[config.mk]
export PLATFORM = sky130hd
export DESIGN_NAME = i2s_serdes
export DESIGN_NICKNAME = d
export VERILOG_FILES = /design/src/rtl/i2s_serdes_pkg.sv /design/src/rtl/i2s_slot_track.sv /design/src/rtl/i2s_tx_lane.sv /design/src/rtl/i2s_rx_lane.sv /design/src/rtl/i2s_serdes.sv
export SDC_FILE = /design/constraint.sdc
export NUM_CORES = 1
export LEC_CHECK = 0
export ABC_CLOCK_PERIOD_IN_PS = 7800
export CAP_MARGIN = 20
export CORE_UTILIZATION = 30
export CTS_CLUSTER_SIZE = 10
export DETAILED_ROUTE_END_ITERATION = 10
export DONT_BUFFER_PORTS = 1
export HOLD_SLACK_MARGIN = 0.02
export PLACE_DENSITY = 0.4
export SLEW_MARGIN = 25
export SYNTH_ARGS = -nofsm -noshare
export SYNTH_HDL_FRONTEND = slang
export SYNTH_HIERARCHICAL = 1
export SYNTH_SLANG_ARGS = --single-unit
[constraint.sdc]
create_clock -name clk -period 7.8 [get_ports clk]
set_input_delay 0 -clock clk [delete_from_list [all_inputs] [get_ports clk]]
set_output_delay 0 -clock clk [all_outputs]
set_load 0.005 [all_outputs]
[src/rtl/i2s_serdes_pkg.sv]
package i2s_serdes_pkg;

  typedef enum logic [1:0] {
    JUST_I2S = 2'd0,
    JUST_MSB = 2'd1,
    JUST_LSB = 2'd2,
    JUST_RSV = 2'd3
  } just_e;

  typedef enum logic [1:0] {
    DIR_TX   = 2'd0,
    DIR_RX   = 2'd1,
    DIR_BOTH = 2'd2,
    DIR_NONE = 2'd3
  } dir_e;

  function automatic int unsigned sample_bits(input logic [1:0] code);
    case (code)
      2'd1:    return 8;
      2'd2:    return 24;
      default: return 16;
    endcase
  endfunction

  function automatic int unsigned slot_bits(input logic [1:0] code);
    case (code)
      2'd0:    return 16;
      2'd1:    return 24;
      2'd2:    return 8;
      default: return 12;
    endcase
  endfunction

endpackage

[src/rtl/i2s_slot_track.sv]
module i2s_slot_track #(
  parameter int PW = 7
) (
  input  logic          clk,
  input  logic          rst,
  input  logic          bit_stb,
  input  logic          ws_in,
  input  logic          lr_pol,
  input  logic [1:0]    fmt,
  input  logic [PW-1:0] slot_len,
  input  logic [PW-1:0] word_len,
  output logic          in_word,
  output logic          word_left,
  output logic          word_first,
  output logic          word_last,
  output logic [PW-1:0] word_idx,
  output logic          locked
);
  import i2s_serdes_pkg::*;

  localparam logic [PW-1:0] POS_SAT = '1;

  logic          primed_q, sync_q, ws_q, left_q;
  logic [PW-1:0] pos_q;

  logic          edge_now, left_now, sync_now, ok, e_left;
  logic [PW-1:0] p, d_len, off, e;

  always_comb begin
    edge_now = primed_q && (ws_in != ws_q);
    if (edge_now)             p = '0;
    else if (pos_q == POS_SAT) p = pos_q;
    else                      p = pos_q + 1'b1;
    left_now = (ws_in == lr_pol);
    sync_now = sync_q | edge_now;
    d_len    = (word_len < slot_len) ? word_len : slot_len;
    off      = slot_len - d_len;
    e        = p;
    e_left   = left_now;
    ok       = 1'b0;
    case (fmt)
      JUST_MSB: begin
        e  = p;
        ok = sync_now && (p < d_len);
      end
      JUST_LSB: begin
        e  = p - off;
        ok = sync_now && (p >= off) && (p < slot_len);
      end
      default: begin
        // one-bit delay: first bit of a slot still belongs to the previous word
        if (p == '0) begin
          e      = slot_len - 1'b1;
          e_left = left_q;
          ok     = sync_q && (e < d_len);
        end else begin
          e  = p - 1'b1;
          ok = sync_now && (e < d_len);
        end
      end
    endcase
  end

  assign in_word    = bit_stb && ok;
  assign word_left  = e_left;
  assign word_idx   = e;
  assign word_first = (e == '0);
  assign word_last  = (e == d_len - 1'b1);
  assign locked     = sync_q;

  always_ff @(posedge clk) begin
    if (rst) begin
      primed_q <= 1'b0;
      sync_q   <= 1'b0;
      ws_q     <= 1'b0;
      left_q   <= 1'b0;
      pos_q    <= POS_SAT;
    end else if (bit_stb) begin
      primed_q <= 1'b1;
      ws_q     <= ws_in;
      pos_q    <= p;
      left_q   <= left_now;
      sync_q   <= sync_now;
    end
  end

  // the first strobe after reset can never establish lock
  assert_no_lock_first_R12: assert property (@(posedge clk) disable iff (rst)
    (bit_stb && !primed_q) |=> !locked);

endmodule

[src/rtl/i2s_tx_lane.sv]
module i2s_tx_lane #(
  parameter int W  = 24,
  parameter int PW = 7
) (
  input  logic          clk,
  input  logic          rst,
  input  logic          en,
  input  logic          bit_stb,
  input  logic          in_word,
  input  logic          word_left,
  input  logic          word_first,
  input  logic [PW-1:0] word_idx,
  input  logic [PW-1:0] word_len,
  input  logic          tx_valid,
  input  logic [2*W-1:0] tx_data,
  output logic          tx_ready,
  output logic          sd_out,
  output logic          underrun
);
  logic [2*W-1:0] hold_q, cur_q, src;
  logic           full_q, sd_q, ur_q;
  logic           load, take, bit_val;
  logic [W-1:0]   word;
  logic [PW-1:0]  bidx;

  assign tx_ready = en && !full_q;
  assign take     = tx_valid && tx_ready;
  assign load     = en && in_word && word_left && word_first;

  always_comb begin
    src     = load ? (full_q ? hold_q : '0) : cur_q;
    word    = word_left ? src[2*W-1:W] : src[W-1:0];
    bidx    = word_len - 1'b1 - word_idx;
    bit_val = |(word & (W'(1) << bidx));
  end

  always_ff @(posedge clk) begin
    if (rst) begin
      hold_q <= '0;
      cur_q  <= '0;
      full_q <= 1'b0;
      sd_q   <= 1'b0;
      ur_q   <= 1'b0;
    end else begin
      if (bit_stb) sd_q <= en && in_word && bit_val;
      if (load) begin
        cur_q <= full_q ? hold_q : '0;
        ur_q  <= !full_q;
      end
      if (take) hold_q <= tx_data;
      full_q <= (full_q && !load) || take;
    end
  end

  assign sd_out   = sd_q;
  assign underrun = ur_q;

  // a single holding slot, so an accepted pair blocks the next one
  assert_accept_fills_R8: assert property (@(posedge clk) disable iff (rst)
    (tx_valid && tx_ready) |=> !tx_ready);
  // the flag only changes at a bit strobe
  assert_underrun_on_strobe_R9: assert property (@(posedge clk) disable iff (rst)
    $rose(underrun) |-> $past(bit_stb));
  // a disabled transmitter keeps the line low
  assert_quiet_when_off_R11: assert property (@(posedge clk) disable iff (rst)
    !en |=> !sd_out);

endmodule

[src/rtl/i2s_rx_lane.sv]
module i2s_rx_lane #(
  parameter int W  = 24,
  parameter int PW = 7
) (
  input  logic          clk,
  input  logic          rst,
  input  logic          en,
  input  logic          sd_in,
  input  logic          in_word,
  input  logic          word_left,
  input  logic          word_first,
  input  logic          word_last,
  input  logic [PW-1:0] word_idx,
  input  logic [PW-1:0] word_len,
  input  logic          rx_ready,
  output logic          rx_valid,
  output logic [2*W-1:0] rx_data
);
  logic [W-1:0]   left_q, right_q, acc_base, acc_n, bit_mask;
  logic           got_left_q, valid_q;
  logic [2*W-1:0] data_q;
  logic [PW-1:0]  bidx;
  logic           cap, emit;

  always_comb begin
    cap      = en && in_word;
    bidx     = word_len - 1'b1 - word_idx;
    bit_mask = W'(1) << bidx;
    acc_base = word_first ? '0 : (word_left ? left_q : right_q);
    acc_n    = sd_in ? (acc_base | bit_mask) : (acc_base & ~bit_mask);
    emit     = cap && !word_left && word_last && got_left_q &&
               (!valid_q || rx_ready);
  end

  always_ff @(posedge clk) begin
    if (rst) begin
      left_q     <= '0;
      right_q    <= '0;
      got_left_q <= 1'b0;
      valid_q    <= 1'b0;
      data_q     <= '0;
    end else begin
      if (valid_q && rx_ready) valid_q <= 1'b0;
      if (cap) begin
        if (word_left) begin
          left_q <= acc_n;
          if (word_last) got_left_q <= 1'b1;
        end else begin
          right_q <= acc_n;
          if (word_last) got_left_q <= 1'b0;
        end
      end
      if (emit) begin
        data_q  <= {left_q, acc_n};
        valid_q <= 1'b1;
      end
    end
  end

  assign rx_valid = valid_q;
  assign rx_data  = data_q;

  // a pending pair stays put until it is taken
  assert_hold_pending_R10: assert property (@(posedge clk) disable iff (rst)
    (rx_valid && !rx_ready) |=> (rx_valid && $stable(rx_data)));
  // a disabled receiver never offers a pair
  assert_rx_off_R11: assert property (@(posedge clk) disable iff (rst)
    !en |=> !rx_valid);

endmodule

[src/rtl/i2s_serdes.sv]
module i2s_serdes #(
  parameter int SAMPLE_W = 24
) (
  input  logic                  clk,
  input  logic                  rst,
  input  logic                  bit_stb,
  input  logic                  ws_in,
  input  logic                  sd_in,
  output logic                  sd_out,
  input  logic [1:0]            fmt_sel,
  input  logic                  lr_pol,
  input  logic [1:0]            len_sel,
  input  logic [1:0]            frame_sel,
  input  logic [1:0]            dir_sel,
  input  logic                  tx_valid,
  output logic                  tx_ready,
  input  logic [2*SAMPLE_W-1:0] tx_data,
  output logic                  tx_underrun,
  output logic                  rx_valid,
  input  logic                  rx_ready,
  output logic [2*SAMPLE_W-1:0] rx_data
);
  import i2s_serdes_pkg::*;

  localparam int PW = $clog2(2 * SAMPLE_W) + 1;

  logic [PW-1:0] word_len, slot_len, word_idx;
  logic          tx_en, rx_en;
  logic          in_word, word_left, word_first, word_last, locked;

  assign word_len = PW'(sample_bits(len_sel));
  assign slot_len = PW'(slot_bits(frame_sel));
  assign tx_en    = (dir_sel == DIR_TX) || (dir_sel == DIR_BOTH);
  assign rx_en    = (dir_sel == DIR_RX) || (dir_sel == DIR_BOTH);

  i2s_slot_track #(.PW(PW)) u_track (
    .clk(clk), .rst(rst), .bit_stb(bit_stb), .ws_in(ws_in), .lr_pol(lr_pol),
    .fmt(fmt_sel), .slot_len(slot_len), .word_len(word_len),
    .in_word(in_word), .word_left(word_left), .word_first(word_first),
    .word_last(word_last), .word_idx(word_idx), .locked(locked)
  );

  i2s_tx_lane #(.W(SAMPLE_W), .PW(PW)) u_tx (
    .clk(clk), .rst(rst), .en(tx_en), .bit_stb(bit_stb), .in_word(in_word),
    .word_left(word_left), .word_first(word_first), .word_idx(word_idx),
    .word_len(word_len), .tx_valid(tx_valid), .tx_data(tx_data),
    .tx_ready(tx_ready), .sd_out(sd_out), .underrun(tx_underrun)
  );

  i2s_rx_lane #(.W(SAMPLE_W), .PW(PW)) u_rx (
    .clk(clk), .rst(rst), .en(rx_en), .sd_in(sd_in), .in_word(in_word),
    .word_left(word_left), .word_first(word_first), .word_last(word_last),
    .word_idx(word_idx), .word_len(word_len), .rx_ready(rx_ready),
    .rx_valid(rx_valid), .rx_data(rx_data)
  );

  // a received pair can only appear once framing is locked
  assert_pair_after_lock_R12: assert property (@(posedge clk) disable iff (rst)
    $rose(rx_valid) |-> locked);

endmodule

==> reports/qor.yml, run 1 <==
power_and_ir_drop:
  swShare_pct: 38.4
  p_leak_nw: 5.47
  seqPwrFrac_pct: 31.0
  total_power_mw: 3.57
  p_int_mw: 2.20
  p_per_area_mw_per_mm2: 246
  vdd_drop_max_v: 0.000154
  power_frac_comb_pct: 37.9
  power.switching_mw: 1.37
  clockPowerShare_pct: 31.1
yosys:
  synthFlopType: "dfxtp_1"
  yosysSeqAreaShare_pct: 33.2
  synthMuxAreaShare_pct: 5.35
  syn_inst: 1579
  syn_area_sq_mm: 0.0125
  synth_compound_area_share_pct: 26.8
  postSynth.asyncResetShare_pct: 0
  yosysUniqueCellTypes: 89
  ys_warn_count: 6
  synth_top_family_by_area: "compound AO/OA/AOI/OAI gates"
  synth_enable_flop_cells: 0
  synth_xor_area_share_pct: 2.86
  synthAdderAreaFrac_pct: 6.34
  syn_area_per_cell_sq_um: 7.94
  synth-simple-area-share_pct: 19.6
  ys_ff_latch: 208
timing:
  slew_headroom_pct: 23.7
  worst_slack_ns: 0.965
  rsz0062_at_grt: "no"
  clock_skew_ns: 0.0228
  hold_viol: 0
  slew_violations: 0
  setup_tns_ns: 0
  setup_violations: 0
  post-route-period-util_pct: 87.6
  worstMarginPinSlew_ns: 1.14
  min_period_ns: 6.83
  max_freq_mhz: 146
route:
  routedWlPerCell_microns: 19.4
  post_drt_via_cell_ratio: 5.33
  dr_wl_met3_microns: 2010
  dr_wl_met2_microns: 18900
  totalWireLength_microns: 42100
  remaining_drc_errors: 12
  vias: 11600
  met1_length_microns: 20700
  drtAntennaViolNets: 0
  dr.pass1.iters: 8
  drt_iter0_drc: 672
  highest_layer: "met4"
placed_design:
  placed_cell_area_sq_mm: 0.0132
  place.gp.congestion: 0.861
  place.port_buffers: 0
  hpwl_microns: 29100
  pre_cts_slack_ns: 0.665
outcome:
  violations: "DRC"
  status: "finished, violations left"
min_path:
  hold_class: "input port to flop"
  worstHoldEndpoint: "u_rx/rx_data[13]$_SDFFE_PP0P_"
  min_from: "sd_in"
  hold_path_depth: 4
worst_setup_path:
  worstReg2RegEnd: "u_rx/rx_data[3]$_SDFFE_PP0P_"
  critPathLaunchType: "flop"
  slowest_stage: "or3b_2"
  crit_required_ns: 8.19
  cp-startpoint: "u_track/pos_q[0]$_SDFFE_PP1P_"
  crit_top_cell: "nor2_1"
  cp.arrival_ns: 7.23
  path_class: "flop to flop"
  crit_chain: "ha_1 > nand2_1 > nor2_1 > mux2i_1 > nor2_1 > inv_1 > ha_1 > and3_1 > a41o_1 > mux2i_1 > a21oi_2 > xnor2_1 > a211oi_1 > a211o_1 > a2111oi_2 > nand3_1 > or3b_2 > nand2b_1 > buf_4 > nor2_1 > buf_4 > a221oi_1"
  timing.rr.start: "u_track/pos_q[0]$_SDFFE_PP1P_"
  worstSetupEndpointType: "flop"
  path_max_fanout: 34
  reg2reg_depth: 22
  slowest_delay_ns: 0.52
  worst-r2r-setup-slack_ns: 0.97
global_routing:
  antenna_found_initial: 0
  grt_pass1_wl_microns: 66600
  grt_overflow: 0
  track_usage_pct: 19.9
  first_global_vias: 11300
  grt_max_degree: 209
clocking:
  path_clk_slew_ns: 0.06
  cts_root_buf: "clkbuf_16"
  cts_resized: 0
  htreeDepth: 1
  clock_latency_ns: 0.55
  cts.sinks: 208
  cts_tree: "yes"
  cts_buffer_depth: 3
  cts-buffers-inserted: 26
floorplanning:
  num_rows: 74
  initial_core_util_pct: 30.6
  core_sq_mm: 0.0410
  fp.dieW_microns: 206
  dieArea_sq_mm: 0.0426
  die_y_microns: 206
  ioPinCount: 116
finish:
  layout-drive-gt1-share_pct: 7.88
  syn2layout_area_growth_pct: 15.6
  fill_cells: 4381
  final_cell_area_sq_mm: 0.0145
  finish.utilization_pct: 35.4
  final_nets: 1751
job:
  cap_violations: 0
==> cells by family after synthesis <==
family,count (synthesis)
muxes,60
adders and majority gates,62
buffers and inverters,172
AOI/OAI and AO/OA,498
other,1
DFF,208
xor gates and xnor gates,41
and+or+nand+nor,537
==> layout make-up <==
| cell class | count | area, sq um | share of cell area [%] |
|---|---|---|---|
| sequential | 208 | 4170 | 28.7 |
| tap | 532 | 666 | 4.59 |
| timing repair buffer | 91 | 868 | 5.99 |
| antenna | 1 | 2.50 | 0.0173 |
| inverter | 52 | 195 | 1.35 |
| clock buffer | 37 | 732 | 5.05 |
| multi-input combinational | 1247 | 7850 | 54.1 |
| clock inverter | 2 | 25.0 | 0.173 |
==> power groups by stage <==
| stage | logic, mW | registers, mW | clock network (mW) |
|---|---|---|---|
| final | 1.35 | 1.11 | 1.11 |
| after global routing | 1.49 | 1.11 | 1.19 |
| after CTS | 1.33 | 1.11 | 1.15 |
| after detailed placement | 1.28 | 1.13 | 0 |
| after global placement | 1.28 | 1.13 | 0 |
| after floorplan | 0.988 | 1.12 | 0 |
==> state kept, by name (all words and copies together) (netlist names) <==
register / cells
u_tx/sd_out: 1
u_rx/rx_data: 48
u_track/primed_q: 1
u_track/pos_q: 7
u_track/left_q: 1
u_rx/rx_valid: 1
u_tx/hold_q: 48
u_rx/got_left_q: 1
u_rx/left_q: 24
u_tx/full_q: 1
u_rx/right_q: 24
u_tx/cur_q: 48
u_tx/underrun: 1
u_track/locked: 1
u_track/ws_q: 1
==> metrics by stage <==
stage	hold WS [ns]	cells
CTS	0.0293	2169
detailed placement	0.0875	2073
floorplan	0.107	1627
global route	0.0625	2169
global placement	0.0838	2073
finish	0.0586	2170
==> synth_stat cells (8+ instances only) <==
cell type,count,share of area (%)
nor2_1,88,2.6
xor2_1,13,0.91
buf_2,21,0.84
mux2i_1,40,3.2
buf_1,9,0.27
o21ai_0,40,1.6
ha_1,58,5.8
a21oi_1,203,8.1
a221oi_1,45,3.1
a211oi_1,25,1.5
xnor2_1,28,2.0
and3_1,8,0.40
nor2b_1,18,0.90
a311o_1,19,1.5
nand2_1,252,7.5
o21bai_1,40,2.4
and2_1,22,1.1
o211ai_1,10,0.60
a31oi_1,28,1.4
a211o_1,8,0.56
nand4_1,15,0.75
inv_1,50,1.5
nand3_1,65,2.6
clkbuf_1,79,2.4
mux2_2,15,1.3
dfxtp_1,208,33
nor3_1,21,0.84
a21o_1,12,0.72
==> cell usage in the layout (no fill, tap or decap), types with 32 or more instances in the layout <==
master and count:
nand2_1 251, dfxtp_1 207, a21oi_1 203, nor2_1 87, nand3_1 65, ha_1 58, dlygate4sd3_1 56, inv_1 50
conb_1 49, a221oi_1 45, o21ai_0 40, mux2i_1 40, o21bai_1 40, buf_4 32
==> how the worst max path moves through the flow <==
stage                                                to  slack (ns)  cells after the start
after CTS                  u_rx/rx_data[3]$_SDFFE_PP0P_        1.06                     22
final                      u_rx/rx_data[3]$_SDFFE_PP0P_        0.97                     22
after global placement    u_rx/rx_data[16]$_SDFFE_PP0P_        0.87                     28
after global routing      u_rx/rx_data[16]$_SDFFE_PP0P_        0.58                     21
after detailed placement   u_rx/rx_data[1]$_SDFFE_PP0P_        0.67                     28
after floorplan           u_rx/rx_data[11]$_SDFFE_PP0P_        1.87                     30
==> worst max-delay path, delay by kind of cell, from the launching register on <==
family,cells,cell delay [ns]
AO/OA/AOI/OAI,6,1.82
XOR/XNOR,1,0.18
adder cells (fa/ha/maj),2,0.62
buffers and inverters,3,0.69
flip-flops,1,0.50
multiplexers,2,0.36
AND/OR/NAND/NOR,8,2.51
==> routing by layer <==
metal / GRT usage [%] / up-vias
met3: 3.23 / 37
met2: 31.3 / 200
met4: 3.78 / 0
met5: 0 / -
met1: 28.3 / 5581
li1: - / 5754
==> what timing repair did <==
action | CTS | global route
setup buffers | 0 | 0
endpoints found under the hold margin | 208 | 0
hold buffers | 57 | 0
endpoints found under the setup margin | 0 | 0
No activity file was read; power rests on OpenSTA's default activity.
==> run 2: changes to the inputs <==
CORE_MARGIN = 5   (was unset)
==> run 2 against run 1 <==
Effect of this change: register-to-register slack worse by 0.099 ns; routed wire length grew 0.24%; largest cell class unchanged; critical endpoint is now u_tx/sd_out$_SDFFE_PP0P_; flip-flop and latch count did not move; power is 0.23% higher; clock skew is 0.0027 ns higher; non-clock buffer count grew 2; core utilization fell by 0.48 points; combinational power barely moved; die area rose by 7.9%; the flow now finishes without violations; fmax down 1.4%; design area grew 0.21%.
==> reports/qor.yml, run 2 (synthesis results as in run 1) <==
clocking:
  cts_resized: 0
  htreeDepth: 1
  cts_buffer_depth: 3
  path_clk_slew_ns: 0.06
  cts-buffers-inserted: 26
  post_cts.repair.setup_buffers: 0
  cts_root_buf: "clkbuf_16"
  cts.sinks: 208
  clock_latency_ns: 0.55
  cts_tree: "yes"
timing:
  slew_headroom_pct: 28.5
  clock_skew_ns: 0.0255
  setup_tns_ns: 0
  min_period_ns: 6.93
  max_freq_mhz: 144
  setup_violations: 0
  hold_viol: 0
  worstMarginPinSlew_ns: 1.07
  slew_violations: 0
  post-route-period-util_pct: 88.9
  rsz0062_at_grt: "no"
route:
  dr.pass1.iters: 5
  vias: 11600
  post_drt_via_cell_ratio: 5.31
  remaining_drc_errors: 0
  drt_iter0_drc: 744
  totalWireLength_microns: 42200
  routedWlPerCell_microns: 19.4
  drtAntennaViolNets: 0
floorplanning:
  dieArea_sq_mm: 0.0460
  die_y_microns: 214
  num_rows: 75
  core_sq_mm: 0.0417
  ioPinCount: 116
  initial_core_util_pct: 30.1
  fp.dieW_microns: 214
min_path:
  hold_path_depth: 5
  hold_class: "input port to flop"
worst_setup_path:
  critPathLaunchType: "flop"
  path_class: "flop to flop"
  reg2reg_depth: 23
  worstSetupEndpointType: "flop"
  cp.arrival_ns: 7.32
  path_max_fanout: 38
  crit_required_ns: 8.19
finish:
  mostFrequentLayoutCells: "nand2_1, dfxtp_1, a21oi_1"
  num_antenna_cells: 0
  syn2layout_area_growth_pct: 15.8
  final_nets: 1753
  layout-drive-gt1-share_pct: 7.63
  layout_commonest_cell: "nand2_1"
global_routing:
  grt_pass1_wl_microns: 67600
  antenna_found_initial: 1
  grt_overflow: 0
  track_usage_pct: 17.8
  first_global_vias: 11500
  grt_max_degree: 209
outcome:
  status: "complete, no violations"
power_and_ir_drop:
  p_leak_nw: 5.48
  vdd_drop_max_v: 0.000149
  p_per_area_mw_per_mm2: 246
  total_power_mw: 3.57
job:
  cap_violations: 0
placed_design:
  place.port_buffers: 0
  hpwl_microns: 29000
  place.gp.congestion: 0.820
[run 2: metal layers]
| metal | share of wire [%] | global-route usage [%] |
|---|---|---|
| met1 | 48 | 24.9 |
| met5 | 0 | 0 |
| met4 | 1.4 | 3.46 |
| met3 | 5.0 | 3.06 |
| met2 | 46 | 29.0 |
[run 2: power breakdown]
group,internal [mW],switching (mW)
sequential,1.09,0.0222
clock,0.654,0.462
combinational,0.467,0.882
total,2.21,1.37
[run 2: timing repair]
item,CTS,global route
hold buffers,61,0
endpoints found under the hold margin,208,0
setup endpoints to repair,0,0
[run 2: worst paths after layout]
| check | startpoint | endpoint | slack, ns |
|---|---|---|---|
| worst min-delay path | dir_sel[1] | u_rx/got_left_q$_SDFFE_PP0P_ | 0.05 |
| worst max-delay path | u_track/pos_q[0]$_SDFFE_PP1P_ | u_tx/sd_out$_SDFFE_PP0P_ | 0.87 |
| worst max register to register | u_track/pos_q[0]$_SDFFE_PP1P_ | u_tx/sd_out$_SDFFE_PP0P_ | 0.87 |
| worst min register to register | u_tx/hold_q[44]$_SDFFE_PP0P_ | u_tx/hold_q[44]$_SDFFE_PP0P_ | 0.45 |
[run 2: area by class of cell]
class | instances | area, sq um
well taps | 539 | 674
inverters | 52 | 195
clock inverters | 4 | 58.8
repair buffers | 93 | 893
clock buffers | 34 | 701
fillers | 4462 | 27100
flip-flops and latches | 208 | 4170
multi-input cells | 1247 | 7850
[run 2: per-stage QoR]
step	setup WS, ns	instances	hold slack [ns]	instance area (sq um)	util [%]
floorplan	1.87	1627	0.107	12700	-
global placement	0.772	2078	0.0867	13100	31.5
detailed placement	0.605	2078	0.0882	13100	31.5
CTS	0.893	2177	0.0352	14500	34.9
global route	0.344	2177	0.0878	14500	34.9
finish	0.866	2177	0.0548	14500	34.9
[run 2: worst max-delay path, cell delays in order, from the launching register on]
cell and delay, ns:
dfxtp_1 0.53, ha_1 0.38, nand2_1 0.19, nor2_1 0.37, mux2i_1 0.17, nor2_1 0.56, inv_1 0.15, ha_1 0.27
and3_1 0.18, a41o_1 0.37, nor2_1 0.16, a21oi_1 0.05, o21ai_0 0.42, inv_1 0.19, or4_1 0.56, nor4_2 0.23
buf_4 0.24, and4_2 0.58, buf_12 0.27, mux4_2 0.31, nor3_1 0.14, nor4_1 0.07, o21ai_0 0.23, a311oi_1 0.12
